[src/rtl/pkr_pkg.sv]
package pkr_pkg;

  // Events raised by the datapath towards the packet sequencer
  typedef struct packed {
    logic byteDone;   // a full byte has been shifted in
    logic stopOk;     // its stop bit was high
    logic idle;       // long-high gap detected
    logic sumZero;    // running XOR is zero
  } evt_t;

  // Strobes from the sequencer to the datapath
  typedef struct packed {
    logic latchId;
    logic latchCnt;
    logic emitData;
    logic accSum;
    logic finish;
    logic frameBad;
  } ctrl_t;

  typedef enum logic [1:0] {B_HUNT, B_START, B_BITS} bitState_e;

  typedef enum logic [2:0] {
    S_SYNC, S_ID, S_CNT, S_DATA, S_SUM, S_TAIL, S_DROP
  } pktState_e;

endpackage

[src/rtl/pkr_datapath.sv]
module pkr_datapath
  import pkr_pkg::*;
#(
  parameter int OVERSAMPLE = 4,
  parameter int DATA_BITS  = 8,
  parameter int IDLE_BITS  = 10
) (
  input  logic                 clk,
  input  logic                 rstN,
  input  logic                 sampleTick,
  input  logic                 rxLine,
  input  ctrl_t                ctl,
  output evt_t                 ev,
  output logic [DATA_BITS-1:0] rxByte,
  output logic [DATA_BITS-1:0] senderId,
  output logic [DATA_BITS-1:0] countOut,
  output logic [DATA_BITS-1:0] dataOut,
  output logic                 dataValid,
  output logic                 pktDone,
  output logic                 csumErr,
  output logic                 frameErr
);

  localparam int TICK_W     = $clog2(OVERSAMPLE);
  localparam int BITC_W     = $clog2(DATA_BITS + 1);
  localparam int IDLE_TICKS = IDLE_BITS * OVERSAMPLE;
  localparam int IDLE_W     = $clog2(IDLE_TICKS + 1);
  localparam logic [TICK_W-1:0] CONFIRM_AT = TICK_W'(OVERSAMPLE / 2 - 1);
  localparam logic [TICK_W-1:0] BIT_END    = TICK_W'(OVERSAMPLE - 1);
  localparam logic [BITC_W-1:0] STOP_IDX   = BITC_W'(DATA_BITS);
  localparam logic [IDLE_W-1:0] IDLE_LAST  = IDLE_W'(IDLE_TICKS - 1);
  localparam logic [IDLE_W-1:0] IDLE_FULL  = IDLE_W'(IDLE_TICKS);

  logic [1:0]           syncQ;
  logic                 rxS;
  bitState_e            bState;
  logic [TICK_W-1:0]    tickCnt;
  logic [BITC_W-1:0]    bitCnt;
  logic [IDLE_W-1:0]    idleCnt;
  logic                 byteDoneQ, stopOkQ, idleQ;
  logic [DATA_BITS-1:0] sumAcc;

  assign rxS = syncQ[1];

  always_ff @(posedge clk) begin
    if (!rstN) syncQ <= '1;
    else       syncQ <= {syncQ[0], rxLine};
  end

  // Bit-level deserializer
  always_ff @(posedge clk) begin
    if (!rstN) begin
      bState    <= B_HUNT;
      tickCnt   <= '0;
      bitCnt    <= '0;
      rxByte    <= '0;
      byteDoneQ <= 1'b0;
      stopOkQ   <= 1'b0;
    end else begin
      byteDoneQ <= 1'b0;
      if (sampleTick) begin
        unique case (bState)
          B_HUNT: if (!rxS) begin
            bState  <= B_START;
            tickCnt <= '0;
          end
          B_START: begin
            if (tickCnt == CONFIRM_AT) begin
              tickCnt <= '0;
              bitCnt  <= '0;
              bState  <= rxS ? B_HUNT : B_BITS;
            end else begin
              tickCnt <= tickCnt + 1'b1;
            end
          end
          B_BITS: begin
            if (tickCnt == BIT_END) begin
              tickCnt <= '0;
              if (bitCnt == STOP_IDX) begin
                byteDoneQ <= 1'b1;
                stopOkQ   <= rxS;
                bState    <= B_HUNT;
              end else begin
                rxByte <= {rxS, rxByte[DATA_BITS-1:1]};
                bitCnt <= bitCnt + 1'b1;
              end
            end else begin
              tickCnt <= tickCnt + 1'b1;
            end
          end
          default: bState <= B_HUNT;
        endcase
      end
    end
  end

  // Long-high gap detector
  always_ff @(posedge clk) begin
    if (!rstN) begin
      idleCnt <= '0;
      idleQ   <= 1'b0;
    end else begin
      idleQ <= 1'b0;
      if (sampleTick) begin
        if (!rxS) begin
          idleCnt <= '0;
        end else if (idleCnt != IDLE_FULL) begin
          idleCnt <= idleCnt + 1'b1;
          if (idleCnt == IDLE_LAST) idleQ <= 1'b1;
        end
      end
    end
  end

  assign ev = '{byteDone: byteDoneQ, stopOk: stopOkQ, idle: idleQ,
                sumZero: (sumAcc == '0)};

  // Byte registers, checksum and output strobes
  always_ff @(posedge clk) begin
    if (!rstN) begin
      sumAcc    <= '0;
      senderId  <= '0;
      countOut  <= '0;
      dataOut   <= '0;
      dataValid <= 1'b0;
      pktDone   <= 1'b0;
      csumErr   <= 1'b0;
      frameErr  <= 1'b0;
    end else begin
      if (ctl.latchId) begin
        senderId <= rxByte;
        sumAcc   <= rxByte;
      end
      if (ctl.latchCnt) countOut <= rxByte;
      if (ctl.emitData) dataOut  <= rxByte;
      if (ctl.latchCnt || ctl.emitData || ctl.accSum) sumAcc <= sumAcc ^ rxByte;
      dataValid <= ctl.emitData;
      pktDone   <= ctl.finish;
      csumErr   <= ctl.finish && (sumAcc != '0);
      frameErr  <= ctl.frameBad;
    end
  end

  AST_START_CONFIRMED: assert property (@(posedge clk) disable iff (!rstN)
    (bState == B_BITS && $past(bState) == B_START) |-> $past(!rxS));
  AST_IDLE_OUTSIDE_BYTE: assert property (@(posedge clk) disable iff (!rstN)
    idleQ |-> bState == B_HUNT);
  AST_VALID_SINGLE: assert property (@(posedge clk) disable iff (!rstN)
    dataValid |=> !dataValid);
  AST_CSUM_WITH_DONE: assert property (@(posedge clk) disable iff (!rstN)
    csumErr |-> pktDone);
  AST_DONE_EXCLUSIVE: assert property (@(posedge clk) disable iff (!rstN)
    !(pktDone && frameErr));

endmodule

[src/rtl/pkr_control.sv]
module pkr_control
  import pkr_pkg::*;
#(
  parameter int DATA_BITS = 8,
  parameter int LEN_BITS  = 4
) (
  input  logic                 clk,
  input  logic                 rstN,
  input  evt_t                 ev,
  input  logic [DATA_BITS-1:0] rxByte,
  output ctrl_t                ctl
);

  localparam logic [LEN_BITS-1:0] ONE_LEFT = LEN_BITS'(1);

  pktState_e           state, nextState;
  logic [LEN_BITS-1:0] remain, nextRemain;

  always_ff @(posedge clk) begin
    if (!rstN) begin
      state  <= S_SYNC;
      remain <= '0;
    end else begin
      state  <= nextState;
      remain <= nextRemain;
    end
  end

  always_comb begin
    ctl        = '0;
    nextState  = state;
    nextRemain = remain;
    if (ev.byteDone) begin
      if (state inside {S_ID, S_CNT, S_DATA, S_SUM} && !ev.stopOk) begin
        ctl.frameBad = 1'b1;
        nextState    = S_DROP;
      end else begin
        unique case (state)
          S_ID: begin
            ctl.latchId = 1'b1;
            nextState   = S_CNT;
          end
          S_CNT: begin
            ctl.latchCnt = 1'b1;
            nextRemain   = rxByte[LEN_BITS-1:0];
            nextState    = (rxByte[LEN_BITS-1:0] == '0) ? S_SUM : S_DATA;
          end
          S_DATA: begin
            ctl.emitData = 1'b1;
            nextRemain   = remain - 1'b1;
            if (remain == ONE_LEFT) nextState = S_SUM;
          end
          S_SUM: begin
            ctl.accSum = 1'b1;
            nextState  = S_TAIL;
          end
          S_TAIL: begin
            ctl.frameBad = 1'b1;
            nextState    = S_DROP;
          end
          default: ;
        endcase
      end
    end else if (ev.idle) begin
      unique case (state)
        S_SYNC, S_DROP, S_ID: nextState = S_ID;
        S_TAIL: begin
          ctl.finish = 1'b1;
          nextState  = S_ID;
        end
        default: begin
          ctl.frameBad = 1'b1;
          nextState    = S_ID;
        end
      endcase
    end
  end

  AST_DATA_REMAIN: assert property (@(posedge clk) disable iff (!rstN)
    state == S_DATA |-> remain != '0);
  AST_SYNC_SILENT: assert property (@(posedge clk) disable iff (!rstN)
    ($past(state) == S_SYNC && state != S_SYNC) |-> $past(ev.idle));

endmodule

[src/rtl/pkt_receiver.sv]
module pkt_receiver
  import pkr_pkg::*;
#(
  parameter int OVERSAMPLE = 4,
  parameter int DATA_BITS  = 8,
  parameter int LEN_BITS   = 4,
  parameter int IDLE_BITS  = 10
) (
  input  logic                 clk,
  input  logic                 rstN,
  input  logic                 sampleTick,
  input  logic                 rxLine,
  output logic [DATA_BITS-1:0] senderId,
  output logic [DATA_BITS-1:0] countOut,
  output logic [DATA_BITS-1:0] dataOut,
  output logic                 dataValid,
  output logic                 pktDone,
  output logic                 csumErr,
  output logic                 frameErr
);

  evt_t                 ev;
  ctrl_t                ctl;
  logic [DATA_BITS-1:0] rxByte;

  pkr_datapath #(
    .OVERSAMPLE(OVERSAMPLE), .DATA_BITS(DATA_BITS), .IDLE_BITS(IDLE_BITS)
  ) uData (
    .clk(clk), .rstN(rstN), .sampleTick(sampleTick), .rxLine(rxLine),
    .ctl(ctl), .ev(ev), .rxByte(rxByte),
    .senderId(senderId), .countOut(countOut), .dataOut(dataOut),
    .dataValid(dataValid), .pktDone(pktDone), .csumErr(csumErr),
    .frameErr(frameErr)
  );

  pkr_control #(
    .DATA_BITS(DATA_BITS), .LEN_BITS(LEN_BITS)
  ) uCtrl (
    .clk(clk), .rstN(rstN), .ev(ev), .rxByte(rxByte), .ctl(ctl)
  );

endmodule

[config.mk]
export PLATFORM = sky130hd
export DESIGN_NAME = pkt_receiver
export DESIGN_NICKNAME = d
export VERILOG_FILES = /design/src/rtl/pkr_pkg.sv /design/src/rtl/pkr_datapath.sv /design/src/rtl/pkr_control.sv /design/src/rtl/pkt_receiver.sv
export SDC_FILE = /design/constraint.sdc
export NUM_CORES = 1
export LEC_CHECK = 0
export BUFFER_PORTS_ARGS = -buffer_cell sky130_fd_sc_hd__buf_2
export CORE_UTILIZATION = 55
export DETAILED_ROUTE_END_ITERATION = 10
export GPL_ROUTABILITY_DRIVEN = 0
export HOLD_SLACK_MARGIN = 0.03
export MAX_ROUTING_LAYER = met4
export PLACE_DENSITY = 0.75
export SLEW_MARGIN = 20
export SYNTH_ARGS = -nofsm -noshare
export SYNTH_HDL_FRONTEND = slang
export SYNTH_SLANG_ARGS = --single-unit
[constraint.sdc]
create_clock -name clk -period 2.1 [get_ports clk]
set_input_delay 0.315 -clock clk [delete_from_list [all_inputs] [get_ports clk]]
set_output_delay 0.315 -clock clk [all_outputs]
set_load 0.01 [all_outputs]
==> run metrics <==
run status=finished, final reports clean; largest net degree at the start of global routing=52; synthesized netlist cell count=387; final non-filler cell total=493; HP Start=rxLine; initial antenna violation count=0; reg2reg setup slack=0.35 ns; GR Util All Layers=0.255; total power=2610 uW; Nets=433; top_reg_cell synth=dfxtp_1; WL met3=366 um; RR Endpoint=uData.bitCnt[3]; Routed WL per cell=15.0 um; drt pass-1 iters=4; cts repair resizes=0; hold_buf cts=0; Setup crit start kind=flop; Final Setup Violations=0; Final Hold Vio Count=0; first-pass GRT wire length=12100 um; DIE AREA=6350 sq um; top post-synthesis cells by area=dfxtp_1 42%, a21oi_1 5.7%, nand2_1 5.1%; Yosys top cell by area=dfxtp_1; CTS tree=done; Arr. time, crit path=2.04 ns; Setup Crit Path Kind=flop to flop; met2 WL post-DR=3600 um; die height=79.7 um; routed length on met1=3200 um; most frequent cells after synthesis=70 x dfxtp_1, 45 x nand2_1, 38 x a21oi_1; uppermost routed layer=met4; Setup TNS=0 ns; number of synthesized flops with an enable pin=0; Port Buffer Count=31; maximum VDD drop=0.000592 V; Hold EP=uData.syncQ[0]; area delta synth->final=12.8%; share of cells above drive strength 1=0.185; Syn Nets=404; f_max=572 MHz; Antenna Cells=0; Starting Density=0.585; Routed WL=7390 um; R2R cell count=6; Max-Slew Margin vs Limit=0.612; crit end category=flop; Post-Syn Area=3320 sq um; maximum clock path buffer count=2; CTS root buf=clkbuf_8; Yosys reg bits=70; H-tree depth=3; Slew @ Worst Pin=0.579 ns; clock-pin slew on the worst setup and hold paths=0.07 ns; buffer count from post-CTS setup fixing=0; MaxCap Viol Count=0; max-slew violation count=0; Hold Path Depth=2; Via density=5.78; CTS sink cnt=70; RSZ-0062 raised after global routing=no; Required @ worst endpoint=2.39 ns; initial DRC count=222; fill count=499; Final Skew=0.0102 ns; Hold Crit Class=primary input to flop; Vias=2848; post-DP HPWL=5010 um; ys async rst share=0; CTS Buf Count=9; Power Dens Cells=696 nW/um^2; period utilization=0.833; count of cell types in the netlist=62; vias in the first global route=2627; grt total ovfl=0; Static Leakage=0.00142 uW; num ports=32; Detail Route Antenna Nets=0; count leader, synth=dfxtp_1; drt drc=0; syn_area_per_cell=8.58 sq um; placed cell count=477; Final min period=1.75 ns; row count=27; worst-skew pair later-pin latency=0.35 ns; core area=5680 sq um; post-synthesis sequential area ratio=0.422; critical path fanouts, max=7; FF-to-FF Start=uData.bState[0]; yosys warns=0; Synth top area share=0.422; Die W=79.7 um
==> layout make-up <==
class	count	area (sq um)	share of cell area
Sequential cell	70	1400	0.374
Timing Repair Buffer	42	238	0.0635
Clock buffer	9	124	0.0331
Multi-Input combinational cell	278	1740	0.464
Clock inverter	7	97.6	0.0261
Inverter	15	56.3	0.0150
Tap cell	72	90.1	0.0240
==> where the power goes <==
part / internal (uW) / total, uW / leakage [uW] / switching (uW)
combinational: 20.7 / 67.3 / 0.000745 / 46.6
sequential: 1330 / 1340 / 0.000564 / 7.96
clock: 672 / 1200 / 0.000106 / 526
==> per-stage QoR <==
step / area [sq um] / hold slack (ns) / setup WS, ns / utilization
after floorplan: 3320 / 0.386 / 0.464 / -
after global placement: 3520 / 0.392 / 0.406 / 0.621
after detailed placement: 3520 / 0.427 / 0.372 / 0.621
after CTS: 3750 / 0.136 / 0.348 / 0.660
after global routing: 3750 / 0.134 / 0.184 / 0.660
final: 3750 / 0.147 / 0.351 / 0.660
==> worst max-delay path, cell delays in order, from the launching register on <==
cell      delay (ns)
dfxtp_1         0.38
inv_1           0.08
ha_1            0.26
or2b_2          0.21
nand3_2         0.14
or4_1           0.49
a21boi_1        0.14
==> placed cells by master, fill, tap and decap left out, drive strengths merged, types with 6 or more instances in the layout <==
master  Yosys  final
a21oi      46     46
buf        10     42
clkbuf     14      9
dfxtp      70     70
ha         13     13
inv        14     15
mux2i      11     11
nand2      45     45
nand2b      6      6
nand3      14     14
nor2       34     34
o21ai      33     33
xor2       10     10
==> state kept, by name, indices dropped and copies added, names as in the netlist, 2 cells and up <==
signal and flops:
uData.dataOut 8, uCtrl.state 3, uData.bitCnt 4, uData.syncQ 2, uData.rxByte 8, uData.idleCnt 6, uCtrl.remain 4, uData.countOut 8
uData.senderId 8, uData.sumAcc 8, uData.bState 2, uData.tickCnt 2
==> cells by family (layout without fill, tap and decap cells) <==
family          count (synthesis)  in the layout  share of synthesized area
xor+xnor                       11             11                     0.0290
buf+inv                        39             73                     0.0543
flops                          70             70                      0.422
compound gates                108            108                      0.203
simple gates                  134            134                      0.205
mux                            11             11                     0.0343
fa+ha+maj                      14             14                     0.0520
==> metal layers <==
layer,vias to the layer above,GRT usage
met5,-,-
met4,0,0.138
met3,24,0.0629
met2,74,0.408
met1,1345,0.293
li1,1405,-
==> worst max-delay path by stage <==
stage	startpoint	to	slack, ns
after floorplan	uData.bState[0]	uData.bitCnt[3]	0.46
after global placement	uData.bState[0]	uData.bitCnt[3]	0.41
after detailed placement	uData.bState[0]	uData.bitCnt[3]	0.37
after CTS	uData.bState[0]	uData.bitCnt[3]	0.35
after global routing	uData.bitCnt[0]	uData.rxByte[4]	0.18
final	uData.bState[0]	uData.bitCnt[3]	0.35
(Power assumes the default switching activity.)
